[src/rtl/alu8_pkg.sv]
package alu8_pkg;
    localparam int DATA_W = 8;
    localparam int NIB_W  = DATA_W / 2;
    localparam int OP_W   = 4;
    localparam int FLAG_W = 4;

    typedef enum logic [OP_W-1:0] {
        OP_ADD = 4'd0,
        OP_ADC = 4'd1,
        OP_SUB = 4'd2,
        OP_SBC = 4'd3,
        OP_AND = 4'd4,
        OP_XOR = 4'd5,
        OP_OR  = 4'd6,
        OP_CP  = 4'd7,
        OP_INC = 4'd8,
        OP_DEC = 4'd9,
        OP_DAA = 4'd10,
        OP_CPL = 4'd11,
        OP_SCF = 4'd12,
        OP_CCF = 4'd13
    } alu_op_e;

    // Bit order matches the flag ports: z is the MSB, c the LSB.
    typedef struct packed {
        logic z;
        logic n;
        logic h;
        logic c;
    } flags_t;

    typedef struct packed {
        logic [DATA_W-1:0] res;
        flags_t            fl;
    } alu_state_t;

    // Selects of the bitwise unit
    localparam logic [1:0] LG_AND = 2'd0;
    localparam logic [1:0] LG_XOR = 2'd1;
    localparam logic [1:0] LG_OR  = 2'd2;
    localparam logic [1:0] LG_INV = 2'd3;
endpackage

[src/rtl/alu8_addsub.sv]
// Shared adder/subtractor with nibble and byte carry outputs.
// Subtraction is A + ~B + ~cin; carries are inverted into borrows.
module alu8_addsub #(
    parameter int W = alu8_pkg::DATA_W
) (
    input  logic [W-1:0] a_i,
    input  logic [W-1:0] b_i,
    input  logic         cin_i,
    input  logic         sub_i,
    output logic [W-1:0] sum_o,
    output logic         half_o,
    output logic         carry_o
);
    localparam int NW = W / 2;

    logic [W-1:0] b_x;
    logic         cin_x;
    logic [NW:0]  lo_sum;
    logic [W:0]   full_sum;

    always_comb begin
        b_x      = sub_i ? ~b_i : b_i;
        cin_x    = sub_i ? ~cin_i : cin_i;
        lo_sum   = {1'b0, a_i[NW-1:0]} + {1'b0, b_x[NW-1:0]} + {{NW{1'b0}}, cin_x};
        full_sum = {1'b0, a_i} + {1'b0, b_x} + {{W{1'b0}}, cin_x};
        sum_o    = full_sum[W-1:0];
        half_o   = lo_sum[NW] ^ sub_i;
        carry_o  = full_sum[W] ^ sub_i;
    end
endmodule

[src/rtl/alu8_logic.sv]
// Bitwise unit: AND, XOR, OR and inversion of A.
module alu8_logic #(
    parameter int W = alu8_pkg::DATA_W
) (
    input  logic [W-1:0] a_i,
    input  logic [W-1:0] b_i,
    input  logic [1:0]   sel_i,
    output logic [W-1:0] res_o
);
    import alu8_pkg::*;

    always_comb begin
        case (sel_i)
            LG_AND:  res_o = a_i & b_i;
            LG_XOR:  res_o = a_i ^ b_i;
            LG_OR:   res_o = a_i | b_i;
            default: res_o = ~a_i;
        endcase
    end
endmodule

[src/rtl/alu8_daa.sv]
// Decimal correction of the accumulator after packed-BCD add or subtract.
module alu8_daa #(
    parameter int W = alu8_pkg::DATA_W
) (
    input  logic [W-1:0] a_i,
    input  logic         n_i,
    input  logic         h_i,
    input  logic         c_i,
    output logic [W-1:0] res_o,
    output logic         c_o
);
    localparam int NW = W / 2;
    localparam logic [W-1:0] LO_FIX   = W'(6);
    localparam logic [W-1:0] HI_FIX   = W'(6) << NW;
    localparam logic [W-1:0] BYTE_MAX = (W'(9) << NW) | W'(9);
    localparam logic [NW-1:0] NIB_MAX = NW'(9);

    logic         need_hi;
    logic         need_lo;
    logic [W-1:0] fix;

    always_comb begin
        if (n_i) begin
            need_hi = c_i;
            need_lo = h_i;
        end else begin
            need_hi = c_i || (a_i > BYTE_MAX);
            need_lo = h_i || (a_i[NW-1:0] > NIB_MAX);
        end
        fix   = (need_hi ? HI_FIX : '0) | (need_lo ? LO_FIX : '0);
        res_o = n_i ? (a_i - fix) : (a_i + fix);
        c_o   = need_hi;
    end
endmodule

[src/rtl/alu8_core.sv]
// Registered 8-bit accumulator ALU with per-operation flag rules.
module alu8_core #(
    parameter int DATA_W = alu8_pkg::DATA_W,
    parameter int OP_W   = alu8_pkg::OP_W,
    parameter int FLAG_W = alu8_pkg::FLAG_W
) (
    input  logic              clk,
    input  logic              rst_n,
    input  logic [OP_W-1:0]   op_i,
    input  logic [DATA_W-1:0] a_i,
    input  logic [DATA_W-1:0] b_i,
    input  logic [FLAG_W-1:0] flags_i,
    output logic [DATA_W-1:0] res_q,
    output logic [FLAG_W-1:0] flags_q
);
    import alu8_pkg::*;

    localparam logic [DATA_W-1:0] ONE = DATA_W'(1);

    flags_t            fin;
    logic [DATA_W-1:0] ar_b;
    logic              ar_cin;
    logic              ar_sub;
    logic [DATA_W-1:0] ar_sum;
    logic              ar_half;
    logic              ar_carry;
    logic [1:0]        lg_sel;
    logic [DATA_W-1:0] lg_res;
    logic [DATA_W-1:0] dj_res;
    logic              dj_carry;
    alu_state_t        state_d;
    alu_state_t        state_q;

    assign fin = flags_t'(flags_i);

    // Operand steering for the shared units
    always_comb begin
        ar_b   = b_i;
        ar_cin = 1'b0;
        ar_sub = 1'b0;
        lg_sel = LG_AND;
        case (op_i)
            OP_ADC: ar_cin = fin.c;
            OP_SUB: ar_sub = 1'b1;
            OP_CP:  ar_sub = 1'b1;
            OP_SBC: begin
                ar_sub = 1'b1;
                ar_cin = fin.c;
            end
            OP_INC: ar_b = ONE;
            OP_DEC: begin
                ar_b   = ONE;
                ar_sub = 1'b1;
            end
            OP_XOR: lg_sel = LG_XOR;
            OP_OR:  lg_sel = LG_OR;
            OP_CPL: lg_sel = LG_INV;
            default: ;
        endcase
    end

    alu8_addsub #(.W(DATA_W)) u_addsub (
        .a_i     (a_i),
        .b_i     (ar_b),
        .cin_i   (ar_cin),
        .sub_i   (ar_sub),
        .sum_o   (ar_sum),
        .half_o  (ar_half),
        .carry_o (ar_carry)
    );

    alu8_logic #(.W(DATA_W)) u_logic (
        .a_i   (a_i),
        .b_i   (b_i),
        .sel_i (lg_sel),
        .res_o (lg_res)
    );

    alu8_daa #(.W(DATA_W)) u_daa (
        .a_i   (a_i),
        .n_i   (fin.n),
        .h_i   (fin.h),
        .c_i   (fin.c),
        .res_o (dj_res),
        .c_o   (dj_carry)
    );

    // Result and flag selection
    always_comb begin
        state_d.res = a_i;
        state_d.fl  = fin;
        case (op_i)
            OP_ADD, OP_ADC: begin
                state_d.res = ar_sum;
                state_d.fl  = '{z: (ar_sum == '0), n: 1'b0, h: ar_half, c: ar_carry};
            end
            OP_SUB, OP_SBC: begin
                state_d.res = ar_sum;
                state_d.fl  = '{z: (ar_sum == '0), n: 1'b1, h: ar_half, c: ar_carry};
            end
            OP_CP: begin
                state_d.fl  = '{z: (ar_sum == '0), n: 1'b1, h: ar_half, c: ar_carry};
            end
            OP_AND: begin
                state_d.res = lg_res;
                state_d.fl  = '{z: (lg_res == '0), n: 1'b0, h: 1'b1, c: 1'b0};
            end
            OP_XOR, OP_OR: begin
                state_d.res = lg_res;
                state_d.fl  = '{z: (lg_res == '0), n: 1'b0, h: 1'b0, c: 1'b0};
            end
            OP_INC: begin
                state_d.res = ar_sum;
                state_d.fl  = '{z: (ar_sum == '0), n: 1'b0, h: ar_half, c: fin.c};
            end
            OP_DEC: begin
                state_d.res = ar_sum;
                state_d.fl  = '{z: (ar_sum == '0), n: 1'b1, h: ar_half, c: fin.c};
            end
            OP_DAA: begin
                state_d.res = dj_res;
                state_d.fl  = '{z: (dj_res == '0), n: fin.n, h: 1'b0, c: dj_carry};
            end
            OP_CPL: begin
                state_d.res = lg_res;
                state_d.fl  = '{z: fin.z, n: 1'b1, h: 1'b1, c: fin.c};
            end
            OP_SCF: state_d.fl = '{z: fin.z, n: 1'b0, h: 1'b0, c: 1'b1};
            OP_CCF: state_d.fl = '{z: fin.z, n: 1'b0, h: 1'b0, c: ~fin.c};
            default: ;
        endcase
    end

    always_ff @(posedge clk or negedge rst_n) begin
        if (!rst_n) state_q <= '0;
        else        state_q <= state_d;
    end

    assign res_q   = state_q.res;
    assign flags_q = state_q.fl;

    // additions clear N and report Z from the registered result
    a_r3_add_n_z: assert property (@(posedge clk) disable iff (!rst_n)
        (op_i == OP_ADD || op_i == OP_ADC) |=> (!flags_q[2] && (flags_q[3] == (res_q == '0))));

    // compare never alters the accumulator
    a_r5_cp_keeps_acc: assert property (@(posedge clk) disable iff (!rst_n)
        (op_i == OP_CP) |=> (res_q == $past(a_i) && flags_q[2]));

    // AND flag pattern
    a_r6_and_flags: assert property (@(posedge clk) disable iff (!rst_n)
        (op_i == OP_AND) |=> (flags_q[1] && !flags_q[2] && !flags_q[0]));

    // XOR/OR clear N, H, C
    a_r7_logic_flags: assert property (@(posedge clk) disable iff (!rst_n)
        (op_i == OP_XOR || op_i == OP_OR) |=> (flags_q[2:0] == 3'b000 && flags_q[3] == (res_q == '0)));

    // increment/decrement preserve the carry
    a_r8_incdec_keep_c: assert property (@(posedge clk) disable iff (!rst_n)
        (op_i == OP_INC || op_i == OP_DEC) |=> (flags_q[0] == $past(flags_i[0])));

    // decimal adjust clears H and keeps N
    a_r9_daa_hn: assert property (@(posedge clk) disable iff (!rst_n)
        (op_i == OP_DAA) |=> (!flags_q[1] && flags_q[2] == $past(flags_i[2])));

    // complement inverts A and keeps Z, C
    a_r10_cpl: assert property (@(posedge clk) disable iff (!rst_n)
        (op_i == OP_CPL) |=> (res_q == ~$past(a_i) && flags_q[3] == $past(flags_i[3])
                              && flags_q[0] == $past(flags_i[0])));

    // carry set/complement
    a_r11_carry_ops: assert property (@(posedge clk) disable iff (!rst_n)
        (op_i == OP_SCF || op_i == OP_CCF) |=> (res_q == $past(a_i) && flags_q[2:1] == 2'b00
            && flags_q[0] == ($past(op_i) == OP_SCF ? 1'b1 : ~$past(flags_i[0]))));

    // unassigned codes pass everything through
    a_r12_reserved: assert property (@(posedge clk) disable iff (!rst_n)
        (op_i > OP_CCF) |=> (res_q == $past(a_i) && flags_q == $past(flags_i)));
endmodule

[config.mk]
export PLATFORM = sky130hd
export DESIGN_NAME = alu8_core
export DESIGN_NICKNAME = d
export VERILOG_FILES = /design/src/rtl/alu8_pkg.sv /design/src/rtl/alu8_addsub.sv /design/src/rtl/alu8_logic.sv /design/src/rtl/alu8_daa.sv /design/src/rtl/alu8_core.sv
export SDC_FILE = /design/constraint.sdc
export NUM_CORES = 1
export LEC_CHECK = 0
export BUFFER_PORTS_ARGS = -buffer_cell sky130_fd_sc_hd__buf_2
export CAP_MARGIN = 20
export CORE_MARGIN = 3
export CORE_UTILIZATION = 32
export CTS_CLUSTER_DIAMETER = 40
export DETAILED_ROUTE_END_ITERATION = 8
export PLACE_DENSITY = 0.6
export SYNTH_ARGS = -nofsm -noshare
export SYNTH_HDL_FRONTEND = slang
export SYNTH_HIERARCHICAL = 1
export SYNTH_SLANG_ARGS = --single-unit
[constraint.sdc]
create_clock -name clk -period 1 [get_ports clk]
set_clock_uncertainty 0.2 [all_clocks]
set_input_delay 0.05 -clock clk [delete_from_list [all_inputs] [get_ports clk]]
set_output_delay 0.05 -clock clk [all_outputs]
set_load 0.005 [all_outputs]
Word level (Yosys, flattened, before mapping). Index checks and enable logic that the tools add are counted.

Output and inout port bits: 12. Register bits: 12.

Equal/unequal tests: 15. Bitwise logic cells: 10. Add/subtract/negate cells: 6. Multiplexer cells: 14. $lt $le $gt $ge: 2. Reduce and logical (&&, ||, !) cells: 15.

Operators with widths (number): 8-bit one-hot mux with 3 select lines (2); 4-bit one-hot mux with 10 select lines (1); 4-bit equality test (second input constant) (6); 8-bit logical NOT (3); 8-bit two-way mux (3); 4-bit by 3-bit equality test with 1-bit output (second input constant) (4); 8-bit inverter (2); 8-bit OR (2); 8-bit by 8-bit adder with 9-bit output (1); 9-bit by 1-bit adder with 9-bit output (1); 8-bit adder (1); 8-bit AND (1); 4-bit by 2-bit equality test with 1-bit output (second input constant) (2); 8-bit greater-than comparator (second input constant) (1); 2-bit OR reduction (4); 4-bit OR reduction (2); 8-bit subtractor (1); 8-bit XOR (1); 7-bit two-way mux (1); 2-bit one-hot mux with 3 select lines (1); 6-bit OR reduction (1); 4-bit by 4-bit adder with 5-bit output (1); 5-bit by 1-bit adder with 5-bit output (1); 1-bit two-way mux (5); other kinds (11) (14).

Depth between registers and ports, before layout.
Word-level depth: 9. Depth in mapped cells: 18. Gate-level depth less buffers: 16.

By module. The synthesis kept the hierarchy.

Modules (own cells, without submodules): alu8_core (seq. area each 300.3 um^2, area an instance 1031.0 um^2, instances 1, cells each 121); alu8_logic (seq. area each 0.0 um^2, area an instance 493.0 um^2, instances 1, cells each 50); alu8_addsub (seq. area each 0.0 um^2, area an instance 439.2 um^2, instances 1, cells each 52); alu8_daa (seq. area each 0.0 um^2, area an instance 387.9 um^2, instances 1, cells each 55).

Least setup slack after synthesis. No wires, ideal clock.

Path type: in2reg. From: in op_i[3]. To: reg state_q, in the netlist flags_q[3]. Cell stages on the path: 17. Buffers on the path: 3. Arrival: 3057 ps. Slack: -2346 ps. Path through: buf_4 > nor2b_4 > and2_4 > buf_6 > o21ai_1 > nand2_1 > buf_2 > xor2_1 > fa_1 > fa_1 > a21oi_2 > o22ai_1 > or2_1 > xor2_1 > nor4_1 > nand4_1 > o2111ai_1.

RTL lines: start, declared (line alu8_core.sv:9) `input logic [OP_W-1:0] op_i,`; end signal, assigned (line alu8_core.sv:136) `else state_q <= state_d;`; end, declared (line alu8_core.sv:32) `alu_state_t state_q;`.

==> impl_table.tex <==
\begin{tabular}{lr}
\hline
Metric & Value \\
\hline
\multicolumn{2}{l}{\textbf{Synth}} \\
Commonest register cell after synthesis & sky130\_fd\_sc\_hd\_\_dfrtp\_1 \\
Number of library cell types mapped by synthesis & 49 \\
Mean post-synth cell area & 8.46 sq um \\
Portion of the post-synthesis area used by sequential elements & 12.8\% \\
Register bit total from synthesis & 12 \\
Async set or reset register ratio after synthesis & 100\% \\
Number of cells produced by synthesis & 278 \\
Count of flip-flops with a built-in enable after synthesis & 0 \\
Number of warnings reported in the yosys synthesis log & 6 \\
Post-Synthesis Net Count & 338 \\
Syn Std Cell Area & 0.00235 sq mm \\
\multicolumn{2}{l}{\textbf{Global routing}} \\
Vias in the first global route & 2,387 \\
Overflow after GRT & 0 \\
Pin count of the biggest net entering global routing & 19 \\
Number of antenna violations at the first check in global routing & 0 \\
Global router's overall resource usage & 17.3\% \\
Wire length of the first global-routing pass & 11,800 um \\
\multicolumn{2}{l}{\textbf{Route}} \\
Total number of vias & 2,466 \\
Detailed-route wire length & 7480 um \\
Remaining DRCs & 0 \\
Mean number of vias per cell & 5.14 \\
Initial detailed-routing violation count & 114 \\
ANT nets after route & 0 \\
Number of detailed-routing iterations run before antenna repair & 4 \\
Routed wire length per instance & 15.6 um \\
\multicolumn{2}{l}{\textbf{Placed design}} \\
Placed Instance Area & 0.00310 sq mm \\
Number of port buffers & 37 \\
Detailed Place HPWL & 5620 um \\
Post-Place Worst Slack & -2.02 ns \\
Routability cong. & 0.895 \\
Placed insts & 464 \\
\multicolumn{2}{l}{\textbf{Pwr}} \\
Power density over the cells & 972 mW/mm\^{}2 \\
Final total power & 3.42 mW \\
Leak & 1.72 nW \\
Peak VDD IR & 500 uV \\
\multicolumn{2}{l}{\textbf{STA}} \\
Period utilisation layout & 272\% \\
Unrepaired setup endpoints after global routing & yes \\
Number of endpoints with negative hold slack in the final report & 0 \\
Number of failing setup endpoints in the final timing report & 11 \\
Upper clock frequency limit & 0.368 GHz \\
Max-slew violation total from the final report & 0 \\
Period minus WS final & 2.72 ns \\
Worst Tran Pin Value & 0.372 ns \\
Headroom to the max-slew limit & 74.9\% \\
Fin worst setup slack & -1.72 ns \\
\multicolumn{2}{l}{\textbf{Final layout}} \\
Nets@finish & 446 \\
Non-filler cells, final & 480 \\
Layout cell share with drive strength beyond 1 & 46.4\% \\
Fillers & 656 \\
Antenna diode count & 0 \\
Cell area after layout & 0.00352 sq mm \\
Layout Area Growth over Synthesis & 49.9\% \\
\multicolumn{2}{l}{\textbf{Critical path}} \\
Type of the setup path with the least slack & in -> reg \\
Data arrival at the endpoint of the critical path & 2.67 ns \\
Worst Setup End Kind & flip-flop \\
Required time worst endpoint & 0.95 ns \\
Largest fanout of any net on the critical path & 3 \\
Crit start category & input port \\
\multicolumn{2}{l}{\textbf{CTS}} \\
Clock tree from TritonCTS & done \\
Clock Sink Count & 12 \\
CTS root buffer & sky130\_fd\_sc\_hd\_\_clkbuf\_8 \\
Depth of the CTS H-tree & 1 \\
CTS buffer count & 3 \\
Largest buffer count on any clock path & 2 \\
Register clock-pin slew on the reported worst setup and hold paths & 0.05 ns \\
\multicolumn{2}{l}{\textbf{Floorplan}} \\
Width of the die & 91.7 um \\
Chip height & 91.7 um \\
Core region area & 0.00694 sq mm \\
Standard-cell rows & 30 \\
Starting utilization of the core area & 33.9\% \\
Full die area & 0.00841 sq mm \\
Number of top-level design ports & 38 \\
\multicolumn{2}{l}{\textbf{Outcome}} \\
Run status & complete, but fails checks \\
Violated checks & setup timing \\
\multicolumn{2}{l}{\textbf{Hold path}} \\
Hold Path Class & in -> async \\
\multicolumn{2}{l}{\textbf{Job}} \\
\# Max-Cap Violations & 0 \\
\hline
\end{tabular}
sequential cells by signal (all words and copies together), names as in the netlist:
| name | cells |
|---|---|
| res_q | 8 |
| flags_q | 4 |
synth_stat cells (3+ instances only):
cell / n / area (sq um)
sky130_fd_sc_hd__inv_1: 33 / 124
sky130_fd_sc_hd__ha_1: 32 / 400
sky130_fd_sc_hd__nor2_1: 22 / 82.6
sky130_fd_sc_hd__a21oi_1: 19 / 95.1
sky130_fd_sc_hd__mux2i_1: 18 / 180
sky130_fd_sc_hd__dfrtp_1: 12 / 300
sky130_fd_sc_hd__nor2b_1: 12 / 75.1
sky130_fd_sc_hd__nand2_1: 11 / 41.3
sky130_fd_sc_hd__xor2_1: 11 / 96.3
sky130_fd_sc_hd__xnor2_1: 10 / 87.6
sky130_fd_sc_hd__a211oi_1: 8 / 60.1
sky130_fd_sc_hd__mux4_2: 8 / 180
sky130_fd_sc_hd__buf_4: 6 / 45.0
sky130_fd_sc_hd__o21ai_0: 6 / 30.0
sky130_fd_sc_hd__buf_6: 5 / 56.3
sky130_fd_sc_hd__nand3_1: 5 / 25.0
sky130_fd_sc_hd__nor4_1: 5 / 31.3
sky130_fd_sc_hd__nand2b_1: 4 / 25.0
sky130_fd_sc_hd__o211ai_1: 4 / 30.0
sky130_fd_sc_hd__o21ai_1: 4 / 20.0
sky130_fd_sc_hd__a21oi_2: 3 / 26.3
sky130_fd_sc_hd__nor3_1: 3 / 15.0
sky130_fd_sc_hd__o21a_1: 3 / 22.5
sky130_fd_sc_hd__o22ai_1: 3 / 18.8
per-layer routing:
metal  track usage, %  up-vias  wire length (um)
met5                0        -                 0
met4             2.35        0               123
met3             1.80       12               292
met2             31.9       75              3790
met1             22.2     1185              3280
li1                 -     1194                 -
critical path: stages:
cell and delay (ns):
sky130_fd_sc_hd__buf_6 0.09, sky130_fd_sc_hd__nor2b_4 0.11, sky130_fd_sc_hd__and2_4 0.16, sky130_fd_sc_hd__o21ai_2 0.12
sky130_fd_sc_hd__nand2_2 0.11, sky130_fd_sc_hd__xor2_2 0.19, sky130_fd_sc_hd__fa_2 0.37, sky130_fd_sc_hd__fa_2 0.36
sky130_fd_sc_hd__a21oi_2 0.15, sky130_fd_sc_hd__o22ai_1 0.10, sky130_fd_sc_hd__or2_1 0.23, sky130_fd_sc_hd__xor2_1 0.16
sky130_fd_sc_hd__nor4_1 0.24, sky130_fd_sc_hd__nand4_1 0.13, sky130_fd_sc_hd__o2111ai_1 0.10
what timing repair did:
| item | CTS | global route |
|---|---|---|
| resized for setup | 38 | 16 |
| hold buffers | 2 | 0 |
| buffers inserted | 7 | 5 |
| hold endpoints to repair | 13 | 0 |
| setup endpoints to repair | 11 | 13 |
| cloned | 1 | 0 |
| pin swaps | 20 | 9 |
worst max-delay path by stage:
| stage | start | end | slack [ns] | cells past startpoint |
|---|---|---|---|---|
| finish | op_i[3] | flags_q[3] | -1.72 | 15 |
| global route | op_i[3] | flags_q[1] | -1.83 | 16 |
| CTS | op_i[3] | flags_q[3] | -1.69 | 15 |
| detailed placement | op_i[3] | flags_q[3] | -2.02 | 15 |
| global placement | op_i[3] | flags_q[3] | -1.96 | 15 |
| floorplan | op_i[3] | flags_q[3] | -2.10 | 17 |
layout make-up:
| type | count | area (sq um) | area share, % |
|---|---|---|---|
| clock buffer | 3 | 41.3 | 1.17 |
| inverter | 33 | 124 | 3.51 |
| multi-input combinational | 219 | 2050 | 58.2 |
| sequential | 12 | 300 | 8.52 |
| tap | 96 | 120 | 3.41 |
| timing repair buffer | 117 | 888 | 25.2 |
per-stage QoR:
stage / util, % / TNS [ns] / hold slack (ns)
after CTS: 49.2 / -16.10 / 0.0133
final: 50.8 / -16.34 / 0.0116
after detailed placement: 44.6 / -20.25 / -0.265
after floorplan: - / -18.61 / -0.446
after global placement: 44.6 / -19.73 / -0.267
after global routing: 50.8 / -17.58 / 0.0351
cells in the final DEF, fill, tap and decap left out, types with 4 or more instances in the layout:
cell type,n
sky130_fd_sc_hd__buf_4,68
sky130_fd_sc_hd__buf_2,35
sky130_fd_sc_hd__inv_1,31
sky130_fd_sc_hd__ha_1,28
sky130_fd_sc_hd__nor2_1,19
sky130_fd_sc_hd__mux2i_1,17
sky130_fd_sc_hd__a21oi_1,14
sky130_fd_sc_hd__dfrtp_1,12
sky130_fd_sc_hd__nor2b_1,11
sky130_fd_sc_hd__nand2_1,9
sky130_fd_sc_hd__buf_6,8
sky130_fd_sc_hd__xor2_1,8
sky130_fd_sc_hd__mux4_2,8
sky130_fd_sc_hd__a21oi_2,7
sky130_fd_sc_hd__xnor2_1,7
sky130_fd_sc_hd__a211oi_2,6
sky130_fd_sc_hd__o21ai_1,5
sky130_fd_sc_hd__nand3_1,4
sky130_fd_sc_hd__o211ai_1,4
sky130_fd_sc_hd__nor4_1,4
sky130_fd_sc_hd__ha_4,4
logic make-up (layout without fill, tap and decap cells):
family,Yosys count,in the layout,share of synthesized area (%)
compound gates,62,62,17.7
xor+xnor,21,21,7.82
fa+ha+maj,34,34,18.7
buf+inv,47,153,10.2
flops,12,12,12.8
mux,26,26,15.3
simple gates,76,76,17.5
power by group:
| group | internal [mW] | switching, mW | leakage [nW] |
|---|---|---|---|
| registers | 0.569 | 0.0162 | 0.142 |
| logic | 1.24 | 1.18 | 1.56 |
| clock network | 0.263 | 0.151 | 0.0216 |
Power figures use the tool's default switching activity.
